<file path="src/rtl/lnet_pkg.sv">
package lnet_pkg;
  typedef enum logic [1:0] {
    SRC_OWN   = 2'd0,
    SRC_BCAST = 2'd1,
    SRC_IMM   = 2'd2,
    SRC_ALT   = 2'd3
  } src_sel_e;

  typedef enum logic {
    DIR_FROM_LEFT  = 1'b0,
    DIR_FROM_RIGHT = 1'b1
  } shift_dir_e;
endpackage

</file>
<file path="src/rtl/lnet_src_mux.sv">
module lnet_src_mux #(
  parameter int DATA_W = 8
) (
  input  logic [1:0]        src_sel,
  input  logic [DATA_W-1:0] own_word,
  input  logic [DATA_W-1:0] bcast_word,
  input  logic [DATA_W-1:0] imm_word,
  output logic [DATA_W-1:0] offer_word
);
  import lnet_pkg::*;

  always_comb begin
    unique case (src_sel_e'(src_sel))
      SRC_BCAST: offer_word = bcast_word;
      SRC_IMM:   offer_word = imm_word;
      default:   offer_word = own_word;
    endcase
  end
endmodule

</file>
<file path="src/rtl/lnet_chain.sv">
module lnet_chain #(
  parameter int NUM_PE = 8,
  parameter int DATA_W = 8,
  localparam int BUS_W = NUM_PE * DATA_W
) (
  input  logic [NUM_PE-1:0] part,
  input  logic [BUS_W-1:0]  offer,
  output logic [BUS_W-1:0]  lft_word,
  output logic [NUM_PE-1:0] lft_vld,
  output logic [BUS_W-1:0]  rgt_word,
  output logic [NUM_PE-1:0] rgt_vld
);
  // Rightward scan: nearest participant at a lower index.
  logic [DATA_W-1:0] l_d [NUM_PE+1];
  logic              l_v [NUM_PE+1];
  // Leftward scan: nearest participant at a higher index.
  logic [DATA_W-1:0] r_d [NUM_PE+1];
  logic              r_v [NUM_PE+1];

  assign l_d[0]      = '0;
  assign l_v[0]      = 1'b0;
  assign r_d[NUM_PE] = '0;
  assign r_v[NUM_PE] = 1'b0;

  for (genvar i = 0; i < NUM_PE; i++) begin : g_hop
    assign l_d[i+1] = part[i] ? offer[i*DATA_W +: DATA_W] : l_d[i];
    assign l_v[i+1] = part[i] | l_v[i];
    assign r_d[i]   = part[i] ? offer[i*DATA_W +: DATA_W] : r_d[i+1];
    assign r_v[i]   = part[i] | r_v[i+1];

    assign lft_word[i*DATA_W +: DATA_W] = l_d[i];
    assign lft_vld[i]                   = l_v[i];
    assign rgt_word[i*DATA_W +: DATA_W] = r_d[i+1];
    assign rgt_vld[i]                   = r_v[i+1];
  end
endmodule

</file>
<file path="src/rtl/lnet_rx_switch.sv">
module lnet_rx_switch #(
  parameter int DATA_W = 8
) (
  input  logic              shift_dir,
  input  logic [DATA_W-1:0] lft_word,
  input  logic              lft_vld,
  input  logic [DATA_W-1:0] rgt_word,
  input  logic              rgt_vld,
  output logic [DATA_W-1:0] sel_word,
  output logic              sel_vld
);
  import lnet_pkg::*;

  always_comb begin
    if (shift_dir_e'(shift_dir) == DIR_FROM_RIGHT) begin
      sel_word = rgt_word;
      sel_vld  = rgt_vld;
    end else begin
      sel_word = lft_word;
      sel_vld  = lft_vld;
    end
  end
endmodule

</file>
<file path="src/rtl/lnet_bypass_net.sv">
module lnet_bypass_net #(
  parameter int NUM_PE = 8,
  parameter int DATA_W = 8,
  localparam int BUS_W = NUM_PE * DATA_W
) (
  input  logic              clk,
  input  logic              rst,
  input  logic              shift_go,
  input  logic              shift_dir,
  input  logic [1:0]        src_sel,
  input  logic              prune_mode,
  input  logic [NUM_PE-1:0] net_en,
  input  logic [NUM_PE-1:0] responder,
  input  logic [BUS_W-1:0]  pe_word,
  input  logic [DATA_W-1:0] bcast_word,
  input  logic [DATA_W-1:0] imm_word,
  output logic [BUS_W-1:0]  rx_word,
  output logic [NUM_PE-1:0] rx_valid
);
  logic [NUM_PE-1:0] part;
  logic [BUS_W-1:0]  offer;
  logic [BUS_W-1:0]  lft_word, rgt_word, nxt_word;
  logic [NUM_PE-1:0] lft_vld, rgt_vld, nxt_vld;

  assign part = net_en & (responder | {NUM_PE{~prune_mode}});

  lnet_chain #(.NUM_PE(NUM_PE), .DATA_W(DATA_W)) u_chain (
    .part     (part),
    .offer    (offer),
    .lft_word (lft_word),
    .lft_vld  (lft_vld),
    .rgt_word (rgt_word),
    .rgt_vld  (rgt_vld)
  );

  for (genvar i = 0; i < NUM_PE; i++) begin : g_pe
    lnet_src_mux #(.DATA_W(DATA_W)) u_src (
      .src_sel    (src_sel),
      .own_word   (pe_word[i*DATA_W +: DATA_W]),
      .bcast_word (bcast_word),
      .imm_word   (imm_word),
      .offer_word (offer[i*DATA_W +: DATA_W])
    );

    lnet_rx_switch #(.DATA_W(DATA_W)) u_sw (
      .shift_dir (shift_dir),
      .lft_word  (lft_word[i*DATA_W +: DATA_W]),
      .lft_vld   (lft_vld[i]),
      .rgt_word  (rgt_word[i*DATA_W +: DATA_W]),
      .rgt_vld   (rgt_vld[i]),
      .sel_word  (nxt_word[i*DATA_W +: DATA_W]),
      .sel_vld   (nxt_vld[i])
    );

    always_ff @(posedge clk) begin
      if (rst) begin
        rx_word[i*DATA_W +: DATA_W] <= '0;
        rx_valid[i]                 <= 1'b0;
      end else if (shift_go && part[i]) begin
        rx_word[i*DATA_W +: DATA_W] <= nxt_vld[i] ? nxt_word[i*DATA_W +: DATA_W] : '0;
        rx_valid[i]                 <= nxt_vld[i];
      end
    end

    AST_BYPASSED_HOLDS: assert property (@(posedge clk) disable iff (rst)
      (shift_go && !part[i]) |=> ($stable(rx_word[i*DATA_W +: DATA_W]) && $stable(rx_valid[i])));

    AST_INVALID_IS_ZERO: assert property (@(posedge clk) disable iff (rst)
      !rx_valid[i] |-> (rx_word[i*DATA_W +: DATA_W] == '0));

    if (i > 0) begin : g_left_pair
      AST_LEFT_NEIGHBOUR: assert property (@(posedge clk) disable iff (rst)
        (shift_go && !shift_dir && part[i] && part[i-1]) |=>
        (rx_valid[i] && rx_word[i*DATA_W +: DATA_W] == $past(offer[(i-1)*DATA_W +: DATA_W])));
    end
    if (i < NUM_PE-1) begin : g_right_pair
      AST_RIGHT_NEIGHBOUR: assert property (@(posedge clk) disable iff (rst)
        (shift_go && shift_dir && part[i] && part[i+1]) |=>
        (rx_valid[i] && rx_word[i*DATA_W +: DATA_W] == $past(offer[(i+1)*DATA_W +: DATA_W])));
    end
  end

  AST_IDLE_HOLDS: assert property (@(posedge clk) disable iff (rst)
    !shift_go |=> ($stable(rx_word) && $stable(rx_valid)));

  AST_LEFT_EDGE_EMPTY: assert property (@(posedge clk) disable iff (rst)
    (shift_go && !shift_dir && part[0]) |=> !rx_valid[0]);

  AST_RIGHT_EDGE_EMPTY: assert property (@(posedge clk) disable iff (rst)
    (shift_go && shift_dir && part[NUM_PE-1]) |=> !rx_valid[NUM_PE-1]);
endmodule

</file>
<file path="config.mk">
export PLATFORM = sky130hd
export DESIGN_NAME = lnet_bypass_net
export DESIGN_NICKNAME = d
export VERILOG_FILES = /design/src/rtl/lnet_pkg.sv /design/src/rtl/lnet_src_mux.sv /design/src/rtl/lnet_chain.sv /design/src/rtl/lnet_rx_switch.sv /design/src/rtl/lnet_bypass_net.sv
export SDC_FILE = /design/constraint.sdc
export NUM_CORES = 1
export LEC_CHECK = 0
export BUFFER_PORTS_ARGS = -buffer_cell sky130_fd_sc_hd__buf_4
export CAP_MARGIN = 0
export CORE_ASPECT_RATIO = 0.5
export CORE_MARGIN = 2
export CORE_UTILIZATION = 46
export DETAILED_ROUTE_END_ITERATION = 16
export PLACE_DENSITY = 0.69
export SLEW_MARGIN = 20
export SYNTH_ARGS = -nofsm -noshare
export SYNTH_HDL_FRONTEND = slang
export SYNTH_HIERARCHICAL = 1
export SYNTH_SLANG_ARGS = --single-unit
</file>
<file path="constraint.sdc">
create_clock -name clk -period 7.3 [get_ports clk]
set_input_delay 1.095 -clock clk [delete_from_list [all_inputs] [get_ports clk]]
set_output_delay 1.095 -clock clk [all_outputs]
set_load 0.1 [all_outputs]
</file>
# == Yosys cells after proc, flatten, opt, wreduce, memory -nomap -nowiden ==
# Index checks and enable logic that the tools add are counted.
# word_totals
inputBits,103
ff_bits,72
wordCells,87
output_inout_bits,72
# op_classes
n_reduce_logical,8
muxes,46
eq_ne,2
bitwise_logic,15
# op_table
op,count
2-to-1 mux 8 bit,30
one-hot mux 8 bit (2 select lines),8
bitwise OR 1 bit,12
AND 8 bit,1
logical AND 1 bit,8
2-to-1 mux 1 bit,8
bitwise OR 8 bit,1
"== test 2 x 1 -> 1 bit, second input constant",1
"== test 2 bit, second input constant",1
inverter 1 bit,1

# == Longest topological paths before layout ==
# depth
ltp_word,12
mapped_depth,15
ltp_nobuf,11

# == By module ==
# Netlist, hierarchy kept.
# by_module_without_submodules
module,cells_each,area_per_inst_um2,seq_area_each_um2,instances
lnet_bypass_net,425,3355.7,1441.4,1
lnet_chain,362,2413.6,0.0,1
lnet_src_mux,31,192.7,0.0,8
lnet_rx_switch,10,146.4,0.0,8

# == Worst setup path before layout ==
# Ideal clock, no wire load.
# synth_path
path_type,input-to-reg
startpoint,input prune_mode
endpoint,register rx_word[53]
slack_ns,4.115
setup_time_ns,0.070
path_stages,12
arrival_time_ns,3.115
n_path_buf,3
required_ns,7.230
path_cell_list,nor2b_1 -> buf_6 -> buf_2 -> nor2b_1 -> buf_4 -> nand2_1 -> and2_1 -> a31oi_1 -> mux2_4 -> nand2_1 -> or3_1 -> a21oi_1
# synth_between
elab_cells_between_ends,19
cone_classes,mux: 10; bitwise: 8; reduce/logical: 1
# synth_lines
item,line_no,source
from (decl),lnet_bypass_net.sv:11,"input logic prune_mode,"
inverter 1 bit,lnet_bypass_net.sv:25,assign part = net_en & (responder | {NUM_PE{~prune_mode}});
bitwise OR 8 bit,lnet_bypass_net.sv:25,
AND 8 bit,lnet_bypass_net.sv:25,
via part[4],lnet_bypass_net.sv:20,logic [NUM_PE-1:0] part;
2-to-1 mux 8 bit (2 in series),lnet_chain.sv:26,assign l_d[i+1] = part[i] ? offer[i*DATA_W +: DATA_W] : l_d[i];
via lft_word[53],lnet_bypass_net.sv:22,"logic [BUS_W-1:0] lft_word, rgt_word, nxt_word;"
2-to-1 mux 8 bit,lnet_rx_switch.sv:15,if (shift_dir_e'(shift_dir) == DIR_FROM_RIGHT) begin
via nxt_word[53],lnet_bypass_net.sv:22,
2-to-1 mux 8 bit,lnet_bypass_net.sv:60,rx_word[i*DATA_W +: DATA_W] <= nxt_vld[i] ? nxt_word[i*DATA_W +: DATA_W] : '0;
"to (signal, indexed assignment)",lnet_bypass_net.sv:60,
to (decl),lnet_bypass_net.sv:17,"output logic [BUS_W-1:0] rx_word,"
# The timed path passes the listed nets, and every way through them passes these cells.
# A chain may end at the register's enable or synchronous reset.

# == Worst setup path in the final report ==
# layout_path
startpoint,input prune_mode
endpoint,register rx_word[62]
# layout_between
elab_cells_between_ends,20
cone_classes,mux: 10; bitwise: 9; reduce/logical: 1
# layout_lines
item,line_no
inverter 1 bit,lnet_bypass_net.sv:25
bitwise OR 8 bit,lnet_bypass_net.sv:25
AND 8 bit,lnet_bypass_net.sv:25
via part[3],lnet_bypass_net.sv:20
2-to-1 mux 8 bit (4 in series),lnet_chain.sv:26
via lft_word[62],lnet_bypass_net.sv:22
2-to-1 mux 8 bit,lnet_rx_switch.sv:15
via nxt_word[62],lnet_bypass_net.sv:22
2-to-1 mux 8 bit,lnet_bypass_net.sv:60
# The timed path passes the listed nets, and every way through them passes these cells.

==> metrics <==
# port buffers 174; fillers 1805; die width slightly below 200 um; Starting Density a little under half; Max stage delay cell, worst path nor2b_1; Placed Instances 1435; vias per inst around 6.0; Crit path arrival time 4.38 ns; Flop pwr share 25.8%; number of buffers created by CTS 9; Non-Filler Instances 1451; nets@finish 1325; Tmin final 4.12 ns; RePlAce Congestion roughly 1.0; Setup crit end kind flip-flop; H-tree lvl count 3; commonest non-fill, non-tap cells in the layout 186 x buf_4, 162 x nand2_1, 80 x a22oi_1; drt initial violations 761; register area 1440 sq um; setup TNS 0 ns; period utilisation layout 56.4%; Max Slew Vio Count 0; most common cell after layout, fill and taps aside buf_4; Skew-Pair Late Insertion Delay between 0.3 and 0.4 ns; CP peak stage delay 0.83 ns; PwrDens 169 nW/um^2; Max clock buf depth 2; CTS tree yes; detailed-route DRC error count 0; DR WL/cell approximately 21 um; initial antenna violation count 0; final-report hold violation count 0; Cell Int Power between 0.0009 and 0.001 W; synth-to-layout area growth 13.1%; combinational share of power 46.1%; Avg Cell Area, Syn between 7 and 8 sq um; area of the multi-input gates a little over 6000 sq um; Die Height 100 um; P_leak 4.32 nW; cell row count 35; worst-margin pin slew 1.15 ns; CTS sink cnt 72; status complete, no violations; grt ovf 0; largest net degree at the start of global routing 81; post-synthesis sequential area ratio between 15 and 20%; post-synth top area share 17.0%; Max transition margin around a quarter; Post-Syn Area 8480 sq um; worst endpoint required time 7.56 ns; vias in the first global route a little under 8000; layout cells sized above 1 26.3%; setup violators final 0; first-pass GRT wire length 45500 um; die area 19600 sq um; count of different cell masters after synthesis 35; Synth area leaders dfxtp_1 17%, mux2_4 13%, nand2_1 7.2%; post-CTS resize count 0; Final ANT Viol Nets 0; clk slew on worst S/H paths approximately 0.060 ns; core box area approximately 18000 sq um; highest clock rate about 240 MHz; Max FO, Critical Path 34; warnings from Yosys 6; HPWL Detailed between 20000 and 25000 um; final total power 0.00162 W; Sw Pwr 0.000680 W; Hold Buf Count CTS 0; Seq cells post-synth between 70 and 80; postcts setup bufs 0; ant diodes 0; Clock Skews 0 ns; Max Cap Violations 0; area leader, netlist dfxtp_1; RSZ-0062 raised after global routing no; via count 8761; Sw Ratio 41.8%; Worst Setup Start Kind input pin; CTS root buffer clkbuf_16; hold slack 0.477 ns; worst hold-check path type flip-flop to flip-flop; 1st-pass router iterations 7; Setup CP Type input pin to flip-flop; maximum VDD drop 126 uV; worst path cell trace buf_4, nor2b_1, nor2b_2, buf_4, nor2_4, o211ai_1, o211ai_1, mux2_4, nand2_1, or3_1, a21oi_1; Synth Instances 1115; combined global-route utilization of all metal layers 30.5%; I/O Pins 175; routed wire length roughly 30000 um; clock share of power roughly 28%
cells in the mapped netlist:
library cell,count
buf_2,15
nor2b_1,26
conb_1,1
clkinv_1,2
o21ai_1,72
or2_2,2
inv_1,26
ha_1,16
a21oi_1,64
a31oi_1,16
nand2_1,162
nand2b_1,16
o211ai_2,14
nand3_1,4
and3b_2,2
mux2_4,72
nand2_2,8
dfxtp_1,72
buf_4,33
and3b_1,14
nor2_4,3
and2_1,32
o31ai_1,16
a22oi_1,80
o211ai_1,18
or3_1,66
a21o_1,48
nor2_1,50
o41ai_2,8
buf_6,48
nand3b_1,16
o21ai_0,64
or2_1,2
clkbuf_1,4
buf_1,23
worst paths after layout:
kind / start / slack, ns / depth (start not counted) / end
setup / recovery: prune_mode / 3.18 / 11 / rx_word[62]$_SDFFE_PP0P_
hold / removal: rx_word[35]$_SDFFE_PP0P_ / 0.48 / 2 / rx_word[35]$_SDFFE_PP0P_
setup reg to reg: rx_valid[5]$_SDFFE_PP0P_ / 6.48 / 3 / rx_valid[5]$_SDFFE_PP0P_
hold reg to reg: rx_word[35]$_SDFFE_PP0P_ / 0.48 / 2 / rx_word[35]$_SDFFE_PP0P_
flip-flops by register name (all words and copies together) (netlist names):
register / flops
rx_word: 64
rx_valid: 8
logic make-up (layout without fill, tap and decap cells):
| logic type | after synthesis | count (layout) | share of synthesized area [%] |
|---|---|---|---|
| AO/OA/AOI/OAI | 400 | 400 | 30.9 |
| multiplexers | 72 | 72 | 12.7 |
| buffers and inverters | 151 | 230 | 12.6 |
| AND/OR/NAND/NOR | 403 | 403 | 24.3 |
| other | 1 | 18 | 0.0442 |
| adder cells (fa/ha/maj) | 16 | 16 | 2.36 |
| flip-flops | 72 | 72 | 17.0 |
worst max-delay path, delay by kind of cell:
kind / cells / cell delay (ns)
muxes: 1 / 0.19
and+or+nand+nor: 5 / 1.90
AOI/OAI and AO/OA: 3 / 0.76
buffers and inverters: 2 / 0.41
power by group through the flow:
stage	Combinational [W]	Clock, W	Sequential [W]
finish	0.000749	0.000456	0.000419
global placement	0.000723	0	0.000428
global route	0.000794	0.000481	0.000420
detailed placement	0.000729	0	0.000428
CTS	0.000730	0.000464	0.000419
floorplan	0.000440	0	0.000541
layer usage:
layer	GRT usage [%]	wire length (um)	up-vias
met2	40.7	11300	487
met5	0	0	-
li1	-	-	4130
met1	49.6	15500	4123
met4	4.08	241	0
met3	6.15	3420	21
stage by stage:
stage / worst slack, ns / instance area (sq um) / utilization [%]
floorplan: 4.11 / 8550 / -
CTS: 3.25 / 9590 / 52.6
global placement: 2.95 / 9290 / 51.0
detailed placement: 2.91 / 9290 / 51.0
finish: 3.18 / 9600 / 52.7
global route: 2.97 / 9600 / 52.7
final cells by class:
cell class / instances / share of cell area [%]
multi-input combinational: 909 / 63.1
sequential: 72 / 15.0
timing repair buffer: 186 / 14.6
tap: 240 / 3.13
clock buffer: 10 / 2.39
inverter: 28 / 1.10
clock inverter: 6 / 0.704
Note: power is estimated with default switching activity, not from simulation.
